==> src/rtl/lsim_pkg.sv <==
package lsim_pkg;

  typedef enum logic {
    CLS_EVENT = 1'b0,
    CLS_COND  = 1'b1
  } bit_class_e;

  localparam logic ADDR_STATUS = 1'b0;
  localparam logic ADDR_MASK   = 1'b1;

endpackage

==> src/rtl/lsim_stat_cell.sv <==
module lsim_stat_cell #(
  parameter lsim_pkg::bit_class_e CLASS = lsim_pkg::CLS_EVENT
) (
  input  logic clk,
  input  logic rst,
  input  logic set_i,
  input  logic clr_i,
  output logic q_o
);

  // A set in the cycle of a clear wins. Event bits see a pulse, condition
  // bits see a level, so one priority gives both clear behaviours.
  always_ff @(posedge clk) begin
    if (rst)        q_o <= 1'b0;
    else if (set_i) q_o <= 1'b1;
    else if (clr_i) q_o <= 1'b0;
  end

  generate
    if (CLASS == lsim_pkg::CLS_EVENT) begin : g_evt
      AST_EVT_HOLD: assert property (@(posedge clk) disable iff (rst)
        (q_o && !clr_i) |=> q_o);
      AST_EVT_CLEAR: assert property (@(posedge clk) disable iff (rst)
        (clr_i && !set_i) |=> !q_o);
      AST_EVT_SET_WINS: assert property (@(posedge clk) disable iff (rst)
        set_i |=> q_o);
    end else begin : g_cond
      AST_COND_KEEP: assert property (@(posedge clk) disable iff (rst)
        (clr_i && set_i) |=> q_o);
      AST_COND_DROP: assert property (@(posedge clk) disable iff (rst)
        (clr_i && !set_i) |=> !q_o);
    end
  endgenerate

endmodule

==> src/rtl/lsim_mask_reg.sv <==
module lsim_mask_reg #(
  parameter int WIDTH = 7
) (
  input  logic             clk,
  input  logic             rst,
  input  logic             wr_en_i,
  input  logic [WIDTH-1:0] wdata_i,
  output logic [WIDTH-1:0] mask_o
);

  always_ff @(posedge clk) begin
    if (rst)          mask_o <= '1;
    else if (wr_en_i) mask_o <= wdata_i;
  end

  AST_MASK_LOAD: assert property (@(posedge clk) disable iff (rst)
    wr_en_i |=> mask_o == $past(wdata_i));
  AST_MASK_STABLE: assert property (@(posedge clk) disable iff (rst)
    !wr_en_i |=> $stable(mask_o));

endmodule

==> src/rtl/lsim_irq_drv.sv <==
module lsim_irq_drv #(
  parameter int WIDTH = 7
) (
  input  logic             clk,
  input  logic             rst,
  input  logic [WIDTH-1:0] stat_i,
  input  logic [WIDTH-1:0] mask_i,
  output logic             irq_n_o
);

  logic [WIDTH-1:0] pend;
  assign pend = stat_i & ~mask_i;

  always_ff @(posedge clk) begin
    if (rst) irq_n_o <= 1'b1;
    else     irq_n_o <= ~(|pend);
  end

endmodule

==> src/rtl/lsim_status_irq.sv <==
module lsim_status_irq #(
  parameter int NUM_EVT  = 3,
  parameter int NUM_COND = 3
) (
  input  logic                         clk,
  input  logic                         rst,
  input  logic                         sync_i,
  input  logic [NUM_EVT-1:0]           evt_i,
  input  logic [NUM_COND-1:0]          cond_i,
  input  logic                         host_addr_i,
  input  logic                         host_rd_i,
  input  logic                         host_wr_i,
  input  logic [NUM_EVT+NUM_COND:0]    host_wdata_i,
  output logic [NUM_EVT+NUM_COND:0]    host_rdata_o,
  output logic                         host_rvalid_o,
  output logic                         irq_n_o
);

  localparam int STAT_W   = NUM_EVT + NUM_COND + 1;
  localparam int EVT_LO   = 1;
  localparam int COND_LO  = EVT_LO + NUM_EVT;

  logic [STAT_W-1:0] stat_q;
  logic [STAT_W-1:0] mask_q;
  logic              stat_rd;
  logic              mask_wr;

  assign stat_rd = host_rd_i && (host_addr_i == lsim_pkg::ADDR_STATUS);
  assign mask_wr = host_wr_i && (host_addr_i == lsim_pkg::ADDR_MASK);

  // Live sync flag: follows its input every cycle, reset does not hold it.
  always_ff @(posedge clk) begin
    stat_q[0] <= sync_i;
  end

  generate
    for (genvar e = 0; e < NUM_EVT; e++) begin : g_evt
      lsim_stat_cell #(.CLASS(lsim_pkg::CLS_EVENT)) u_cell (
        .clk   (clk),
        .rst   (rst),
        .set_i (evt_i[e]),
        .clr_i (stat_rd),
        .q_o   (stat_q[EVT_LO+e])
      );
    end
    for (genvar c = 0; c < NUM_COND; c++) begin : g_cond
      lsim_stat_cell #(.CLASS(lsim_pkg::CLS_COND)) u_cell (
        .clk   (clk),
        .rst   (rst),
        .set_i (cond_i[c]),
        .clr_i (stat_rd),
        .q_o   (stat_q[COND_LO+c])
      );
    end
  endgenerate

  lsim_mask_reg #(.WIDTH(STAT_W)) u_mask (
    .clk     (clk),
    .rst     (rst),
    .wr_en_i (mask_wr),
    .wdata_i (host_wdata_i),
    .mask_o  (mask_q)
  );

  lsim_irq_drv #(.WIDTH(STAT_W)) u_irq (
    .clk     (clk),
    .rst     (rst),
    .stat_i  (stat_q),
    .mask_i  (mask_q),
    .irq_n_o (irq_n_o)
  );

  // Registered read port.
  always_ff @(posedge clk) begin
    if (rst) begin
      host_rvalid_o <= 1'b0;
      host_rdata_o  <= '0;
    end else begin
      host_rvalid_o <= host_rd_i;
      if (host_rd_i)
        host_rdata_o <= (host_addr_i == lsim_pkg::ADDR_MASK) ? mask_q : stat_q;
    end
  end

  AST_SYNC_FOLLOWS: assert property (@(posedge clk) disable iff (rst)
    stat_rd |=> host_rdata_o[0] == $past(sync_i, 2));
  AST_READ_SNAPSHOT: assert property (@(posedge clk) disable iff (rst)
    stat_rd |=> (host_rvalid_o && host_rdata_o == $past(stat_q)));
  AST_WRITE_NO_STATUS: assert property (@(posedge clk) disable iff (rst)
    (host_wr_i && host_addr_i == lsim_pkg::ADDR_STATUS && !host_rd_i
     && evt_i == '0 && cond_i == '0) |=> stat_q[STAT_W-1:1] == $past(stat_q[STAT_W-1:1]));
  AST_IRQ_PULL: assert property (@(posedge clk) disable iff (rst)
    (stat_q[EVT_LO] && !mask_q[EVT_LO]) |=> !irq_n_o);
  AST_IRQ_QUIET: assert property (@(posedge clk) disable iff (rst)
    ((stat_q & ~mask_q) == '0) |=> irq_n_o);
  AST_IRQ_COND_HOLD: assert property (@(posedge clk) disable iff (rst)
    (cond_i[0] && stat_q[COND_LO] && !mask_q[COND_LO]) |=> !irq_n_o);

endmodule

==> config.mk <==
export PLATFORM = sky130hd
export DESIGN_NAME = lsim_status_irq
export DESIGN_NICKNAME = d
export VERILOG_FILES = /design/src/rtl/lsim_pkg.sv /design/src/rtl/lsim_stat_cell.sv /design/src/rtl/lsim_mask_reg.sv /design/src/rtl/lsim_irq_drv.sv /design/src/rtl/lsim_status_irq.sv
export SDC_FILE = /design/constraint.sdc
export NUM_CORES = 1
export LEC_CHECK = 0
export CELL_PAD_IN_SITES_DETAIL_PLACEMENT = 1
export CELL_PAD_IN_SITES_GLOBAL_PLACEMENT = 1
export CORE_UTILIZATION = 35
export CTS_BUF_LIST = sky130_fd_sc_hd__clkbuf_4 sky130_fd_sc_hd__clkbuf_8 sky130_fd_sc_hd__clkbuf_16
export DETAILED_ROUTE_END_ITERATION = 10
export DONT_BUFFER_PORTS = 1
export PLACE_DENSITY = 0.69
export REMOVE_ABC_BUFFERS = 1
export SLEW_MARGIN = 20
export SYNTH_ARGS = -nofsm -noshare
export SYNTH_HDL_FRONTEND = slang
export SYNTH_SLANG_ARGS = --single-unit
==> constraint.sdc <==
create_clock -name clk -period 1.4 [get_ports clk]
set_clock_uncertainty 0.1 [all_clocks]
set_input_delay 0.07 -clock clk [delete_from_list [all_inputs] [get_ports clk]]
set_output_delay 0.07 -clock clk [all_outputs]
set_load 0.01 [all_outputs]
## Word-level counts from Yosys, hierarchy flattened

Cells that the tools add are included.

- Multiplexer cells: 8
- Bitwise operators: 4
- Reductions and logical operators: 9

Operators with widths:

| operator | count |
|---|---|
| 2-bit nonzero test | 6 |
| 7-bit AND | 1 |
| 1-bit two-way mux | 7 |
| 7-bit two-way mux | 1 |
| 7-bit NOT | 1 |
| 7-bit OR reduction | 1 |
| 1-bit logical AND | 2 |
| 1-bit NOT | 2 |

- Flip-flop bits (word level): 23
- Input port bits: 19
- Word-level logic and storage cells: 32

## Logic depth before layout (Yosys ltp)

Gate-level depths: netlist of the first run.

- Depth after elaboration: 4
- Mapped depth: 4

## By module

From an unflattened synthesis of the first run, not the netlist that was laid out.

- Cell total of the unflattened synthesis: 94
- Area total of the unflattened synthesis: 968.4 um2

Modules (own cells, without submodules):

| module | times used | cells each | area each (um2) | seq. area each (um2) |
|---|---|---|---|---|
| lsim_status_irq | 1 | 37 | 387.9 | 180.2 |
| lsim_mask_reg | 1 | 22 | 269.0 | 140.1 |
| lsim_stat_cell | 6 | 4 | 38.8 | 20.0 |
| lsim_irq_drv | 1 | 11 | 78.8 | 20.0 |

## Worst setup path after synthesis of the first run

Ideal clock, no wire load.

- Kind: register to register
- Start point: register u_mask.mask_o[2]
- End point: register u_irq.irq_n_o
- Library setup time: 60 ps
- Data arrival time: 849 ps
- Slack: 391 ps
- Stages on the path, launching flop included: 4
- Path buffers: 0
- Period minus slack after synthesis: 1,009 ps
- Cells stage by stage: dfxtp_1 > inv_1 > a222oi_1 > a41o_1

- Longest elaborated chain between the ends: 4

RTL lines:

| element | RTL line | RTL |
|---|---|---|
| start: declaration | lsim_mask_reg.sv:8 | `output logic [WIDTH-1:0] mask_o` |
| start signal: assignment | lsim_mask_reg.sv:13 | `else if (wr_en_i) mask_o <= wdata_i;` |
| 7-bit NOT | lsim_irq_drv.sv:12 | `assign pend = stat_i & ~mask_i;` |
| 7-bit AND | lsim_irq_drv.sv:12 |  |
| 7-bit OR reduction | lsim_irq_drv.sv:16 | `else irq_n_o <= ~(\|pend);` |
| 1-bit NOT | lsim_irq_drv.sv:16 |  |
| end signal: assignment | lsim_irq_drv.sv:16 |  |
| end: declaration | lsim_irq_drv.sv:8 | `output logic irq_n_o` |

No other way between the ends.
A chain may end at the register's enable or synchronous reset.

## Worst setup path after layout of the first run

- Start point: input port rst
- End point: register host_rdata_o[6]

RTL lines:

| element | RTL line | RTL |
|---|---|---|
| start: declaration | lsim_status_irq.sv:6 | `input logic rst,` |
| end signal: assignment | lsim_status_irq.sv:81 | `host_rdata_o <= (host_addr_i == lsim_pkg::ADDR_MASK) ? mask_q : stat_q;` |
| end: declaration | lsim_status_irq.sv:14 | `output logic [NUM_EVT+NUM_COND:0] host_rdata_o,` |

No word-level cell between the ends.

==> results_dict.tcl, run 1 <==
set metrics [dict create \
    place_congestion 0.782 \
    num_vias 681 \
    post-dp-hpwl_mm 1.26 \
    die_x_um 52.2 \
    irDropWorstVdd_v 0.000420 \
    hold_viol_final 14 \
    violations "negative hold slack" \
    crit_family "buffers and inverters" \
    antenna_found_initial 0 \
    clock.fmax_mhz 835 \
    period_minus_slack_ps 1200 \
    dieArea_um2 2720 \
    dpl_cell_area_um2 887 \
    final_cell_area_um2 1050 \
    grt_pass1_wl_mm 3.04 \
    drt_wl_total_mm 1.97 \
    final_max_slew_viol_count 0 \
    critPathRequiredTime_ps 1470 \
    finalSetupViolCount 0 \
    cts_tree "done" \
    port_buffers 0 \
    slew_headroom 0.433 \
    grt_max_degree 23 \
    cpMaxStageDelayCell "dlygate4sd3_1" \
    arrival_ps 1270 \
    layout_commonest_cell "dfxtp_1" \
    final_cell_mix "dfxtp_1 (23), nor2_1 (13), dlygate4sd3_1 (12)" \
    n_antenna_cell 0 \
    synth-seq-area-share 0.523 \
    ys_warn_count 0 \
    post-route-period-util 0.855 \
    cts_buffer_depth 2 \
    synth-seq-cells 23 \
    core_um2 2300 \
    grt_pass1_vias 644 \
    insertion_delay_ps 310 \
    viasPerCell 5.32 \
    rsz0062_at_grt "no" \
    grt_overflow 0 \
    numCtsBuffers 3 \
    clk_pin_slew_ps 130 \
    p_leak_nw 0.483 \
    htree_levels 1 \
    status "complete, but fails checks" \
    drt_iter0_markers 12 \
    ant_nets 0 \
    drv_cap 0 \
    tns_ps 0 \
    cts.sinks 23 \
    hold_class "primary input to flop" \
    fp-row-count 17 \
    die_y_um 52.2 \
    synthCells 88 \
    syn2layout_area_growth_pct 18.9 \
    initial_utilization 0.383 \
    cp_max_fo 22 \
    cp_slowest_stage_delay_ps 1090 \
    synth_area_per_cell_um2 10.0 \
    drc 0 \
    grt_usage 0.161 \
    crit_type "primary input to flop" \
    cts_setup_buffers 0 \
    wl_per_cell_um 15.4 \
    nets 120 \
    crit_chain "dlygate4sd3_1 > a211oi_1" \
    cts_root_buf "clkbuf_4" \
    synth_area_um2 881 \
    fin_worst_hold_slack_ps -116 \
    path_buf_inv 1 \
    first_pass_iters 4 \
    critPathLaunchType "primary input" \
    synth_cell_types 20 \
    critPathCaptureType "flop" \
    ff2ff_setup_slack_ps 310 \
    drive_gt1_frac 0.0600 \
    power.density_nw_per_um2 1140 \
    num_io_pins 28 \
    tightest_slew_ps 848 \
]
==> cell type report <==
type	instances	area [um2]
clock inverter	1	5.00
inverter	5	18.8
timing repair buffer	13	133
fill	274	1250
multi-input combinational	55	373
tap	28	35.0
sequential	23	460
clock buffer	3	22.5
==> metrics by stage <==
step           total power, mW  worst slack [ps]  std cells  utilization  hold slack (ps)
2_1_floorplan            0.825               392         83            -            -2.28
3_3_place_gp             0.841               357        111        0.386            -2.23
3_5_place_dp             0.846               327        111        0.386            -2.22
4_1_cts                   1.21              11.6        125        0.442             -142
5_1_grt                   1.26              77.4        128        0.456             -138
6_report                  1.19               203        128        0.456             -116
==> Yosys cell counts <==
master    count  area, um2
a211oi_1      7       52.6
buf_1         1       3.75
clkbuf_1      1       3.75
nor2b_1       1       6.26
dfxtp_1      23        460
a222oi_1      1       10.0
nor2_1       13       48.8
mux2i_1       7       70.1
buf_2         1       5.00
a211o_1       7       61.3
inv_1         5       18.8
buf_6         1       11.3
a41o_1        1       10.0
nand2b_2      1       8.76
a22oi_1       1       7.51
a21oi_1       6       30.0
nand2_4       1       11.3
and3_1        7       43.8
nand2b_1      2       12.5
clkbuf_2      1       5.00
==> metal layers <==
layer / GRT usage / vias up / wire length (um)
li1: - / 340 / -
met1: 0.216 / 317 / 966
met2: 0.233 / 19 / 869
met3: 0.0468 / 5 / 103
met4: 0.0789 / 0 / 35
met5: 0 / - / 0
==> sequential cells by signal (all words and copies together) (netlist names) <==
register and count:
host_rdata_o 7, stat_q 1, u_mask.mask_o 7, g_cond.u_cell.q_o 3
host_rvalid_o 1, u_irq.irq_n_o 1, g_evt.u_cell.q_o 3
==> final timing paths <==
check	cells past startpoint	from	to
setup / recovery	2	rst	host_rdata_o[6]
hold / removal	2	host_addr_i	u_mask.mask_o[2]
setup reg to reg	3	u_mask.mask_o[2]	u_irq.irq_n_o
hold reg to reg	1	u_mask.mask_o[2]	u_mask.mask_o[2]
==> power breakdown <==
group | switching, mW | total [mW] | internal, mW
Combinational | 0.0590 | 0.134 | 0.0747
Clock | 0.205 | 0.312 | 0.107
Sequential | 0.0418 | 0.745 | 0.703
==> cells by family after synthesis <==
kind of cell           share of synthesized area
AOI/OAI and AO/OA                          0.195
buffers and inverters                     0.0540
DFF                                        0.523
muxes                                     0.0795
and+or+nand+nor                            0.149
==> timing repair <==
item / 4_1_cts / 5_1_grt
hold endpoints to repair: 23 / 14
hold buffers: 10 / 3
endpoints found under the setup margin: 0 / 6
resized for setup: 0 / 1
Note: power is estimated with default switching activity, not from simulation.
==> run 2, diff against run 1 <==
- HOLD_SLACK_MARGIN: default -> 0.05
==> run 2 against run 1 <==
Net effect:
- the flow still finishes with violations (negative hold slack)
- global-route usage is the same
- sequential cell count is the same
- first-iteration DRC count grew 8.3%
- die area is the same
- power is essentially flat
- design area is the same
- final cell count is the same
- core utilization is the same
- routed wire length shrank 0.10%
==> results_dict.tcl, run 2 (synthesis results as in run 1) <==
set metrics [dict create \
    nets 120 \
    rr_endpoint "u_irq.irq_n_o" \
    hold_class "primary input to flop" \
    rsz0062_at_grt "no" \
    core_um2 2300 \
    die_y_um 52.2 \
    drt_iter0_markers 13 \
    violations "negative hold slack" \
    wl_per_cell_um 15.4 \
    arrival_ps 1280 \
    grt_max_degree 23 \
    p_leak_nw 0.483 \
    clk_pin_slew_ps 130 \
    power_mw 1.19 \
    n_antenna_cell 0 \
    path_buf_inv 1 \
    syn2layout_area_growth_pct 18.9 \
    crit_family "buffers and inverters" \
    antenna_found_initial 0 \
    clock.fmax_mhz 827 \
    status "complete, but fails checks" \
    post-dp-hpwl_mm 1.26 \
    grt_overflow 0 \
    cp_max_fo 22 \
    ant_nets 0 \
    ff2ff_setup_slack_ps 310 \
    drc 0 \
    final_cell_mix "dfxtp_1 (23), nor2_1 (13), dlygate4sd3_1 (12)" \
    htree_levels 1 \
    grt_usage 0.161 \
    cts_root_buf "clkbuf_4" \
    worstHoldEndpoint "u_mask.mask_o[2]" \
    cts.sinks 23 \
    tns_ps 0 \
    place_congestion 0.782 \
    p_switching_mw 0.305 \
    insertion_delay_ps 310 \
    drive_gt1_frac 0.0600 \
    drv_cap 0 \
    cts_buffer_depth 2 \
    dieArea_um2 2720 \
    finalSetupViolCount 0 \
    num_vias 677 \
    rr_startpoint "u_mask.mask_o[2]" \
    finalCoreUtilization 0.456 \
    post-route-period-util 0.863 \
    slew_headroom 0.424 \
    cp_slowest_stage_delay_ps 1100 \
    critPathRequiredTime_ps 1470 \
    top_regs "host_rdata_o x7, u_mask.mask_o x7" \
    tightest_slew_ps 861 \
    numCtsBuffers 3 \
    num_io_pins 28 \
    period_minus_slack_ps 1210 \
    critPathLaunchType "primary input" \
    final_max_slew_viol_count 0 \
    fp-row-count 17 \
    die_x_um 52.2 \
    initial_utilization 0.383 \
    crit_type "primary input to flop" \
    combPwrFrac 0.113 \
    min-delay-start "host_addr_i" \
    cts_tree "done" \
    power.density_nw_per_um2 1140 \
    hold_viol_final 14 \
    critPathCaptureType "flop" \
    rr_worst_depth 3 \
    irDropWorstVdd_v 0.000420 \
    internal-power_mw 0.885 \
    cts_setup_buffers 0 \
    worstHoldPathCells 2 \
    crit_chain "dlygate4sd3_1 > a211oi_1" \
    first_pass_iters 4 \
    port_buffers 0 \
    swShare 0.256 \
    clock_power_share 0.261 \
    cpMaxStageDelayCell "dlygate4sd3_1" \
    grt_pass1_wl_mm 3.04 \
    fin_worst_hold_slack_ps -112 \
    layout_commonest_cell "dfxtp_1" \
    p_seq_frac 0.626 \
    drt_wl_total_mm 1.97 \
    grt_pass1_vias 644 \
    viasPerCell 5.29 \
    crit_path_start "rst" \
]
## run 2: through the flow
stage | hold slack [ps] | cell area (um2) | std cells | worst slack (ps)
floorplan | -2.28 | 852 | 83 | 392
global placement | -2.23 | 887 | 111 | 357
detailed placement | -2.22 | 887 | 111 | 327
CTS | -142 | 1010 | 125 | 11.6
global route | -137 | 1050 | 128 | 77.4
finish | -112 | 1050 | 128 | 191
## run 2: layout make-up
class / count / area, um2
clock buffers: 3 / 22.5
clock inverters: 1 / 5.00
fillers: 274 / 1250
inverters: 5 / 18.8
multi-input cells: 55 / 373
flip-flops and latches: 23 / 460
well taps: 28 / 35.0
repair buffers: 13 / 133
## run 2: what timing repair did
item / in CTS / in global routing
endpoints found under the hold margin: 23 / 18
gates resized for setup: 0 / 1
endpoints found under the setup margin: 0 / 6
hold buffers: 10 / 3
## run 2: power by group through the flow
stage          clock [mW]  combinational [mW]  sequential [mW]
3_5_place_dp            0              0.0861            0.760
2_1_floorplan           0              0.0743            0.751
3_3_place_gp            0              0.0831            0.758
4_1_cts             0.338               0.129            0.745
6_report            0.311               0.134            0.745
5_1_grt             0.357               0.151            0.752
## run 2: how the worst max path moves through the flow
| stage | endpoint | slack (ps) | cells past startpoint |
|---|---|---|---|
| after CTS | g_evt[2].u_cell.q_o | 10 | 4 |
| after detailed placement | u_irq.irq_n_o | 330 | 3 |
| after global routing | host_rdata_o[6] | 80 | 2 |
| after floorplan | u_irq.irq_n_o | 390 | 3 |
| after global placement | u_irq.irq_n_o | 360 | 3 |
| final | host_rdata_o[6] | 190 | 2 |
## run 2: per-layer routing
| layer | vias up | track usage | share of wire |
|---|---|---|---|
| met2 | 19 | 0.233 | 0.45 |
| li1 | 338 | - | - |
| met5 | - | 0 | 0 |
| met3 | 5 | 0.0468 | 0.051 |
| met4 | 0 | 0.0789 | 0.018 |
| met1 | 315 | 0.216 | 0.48 |
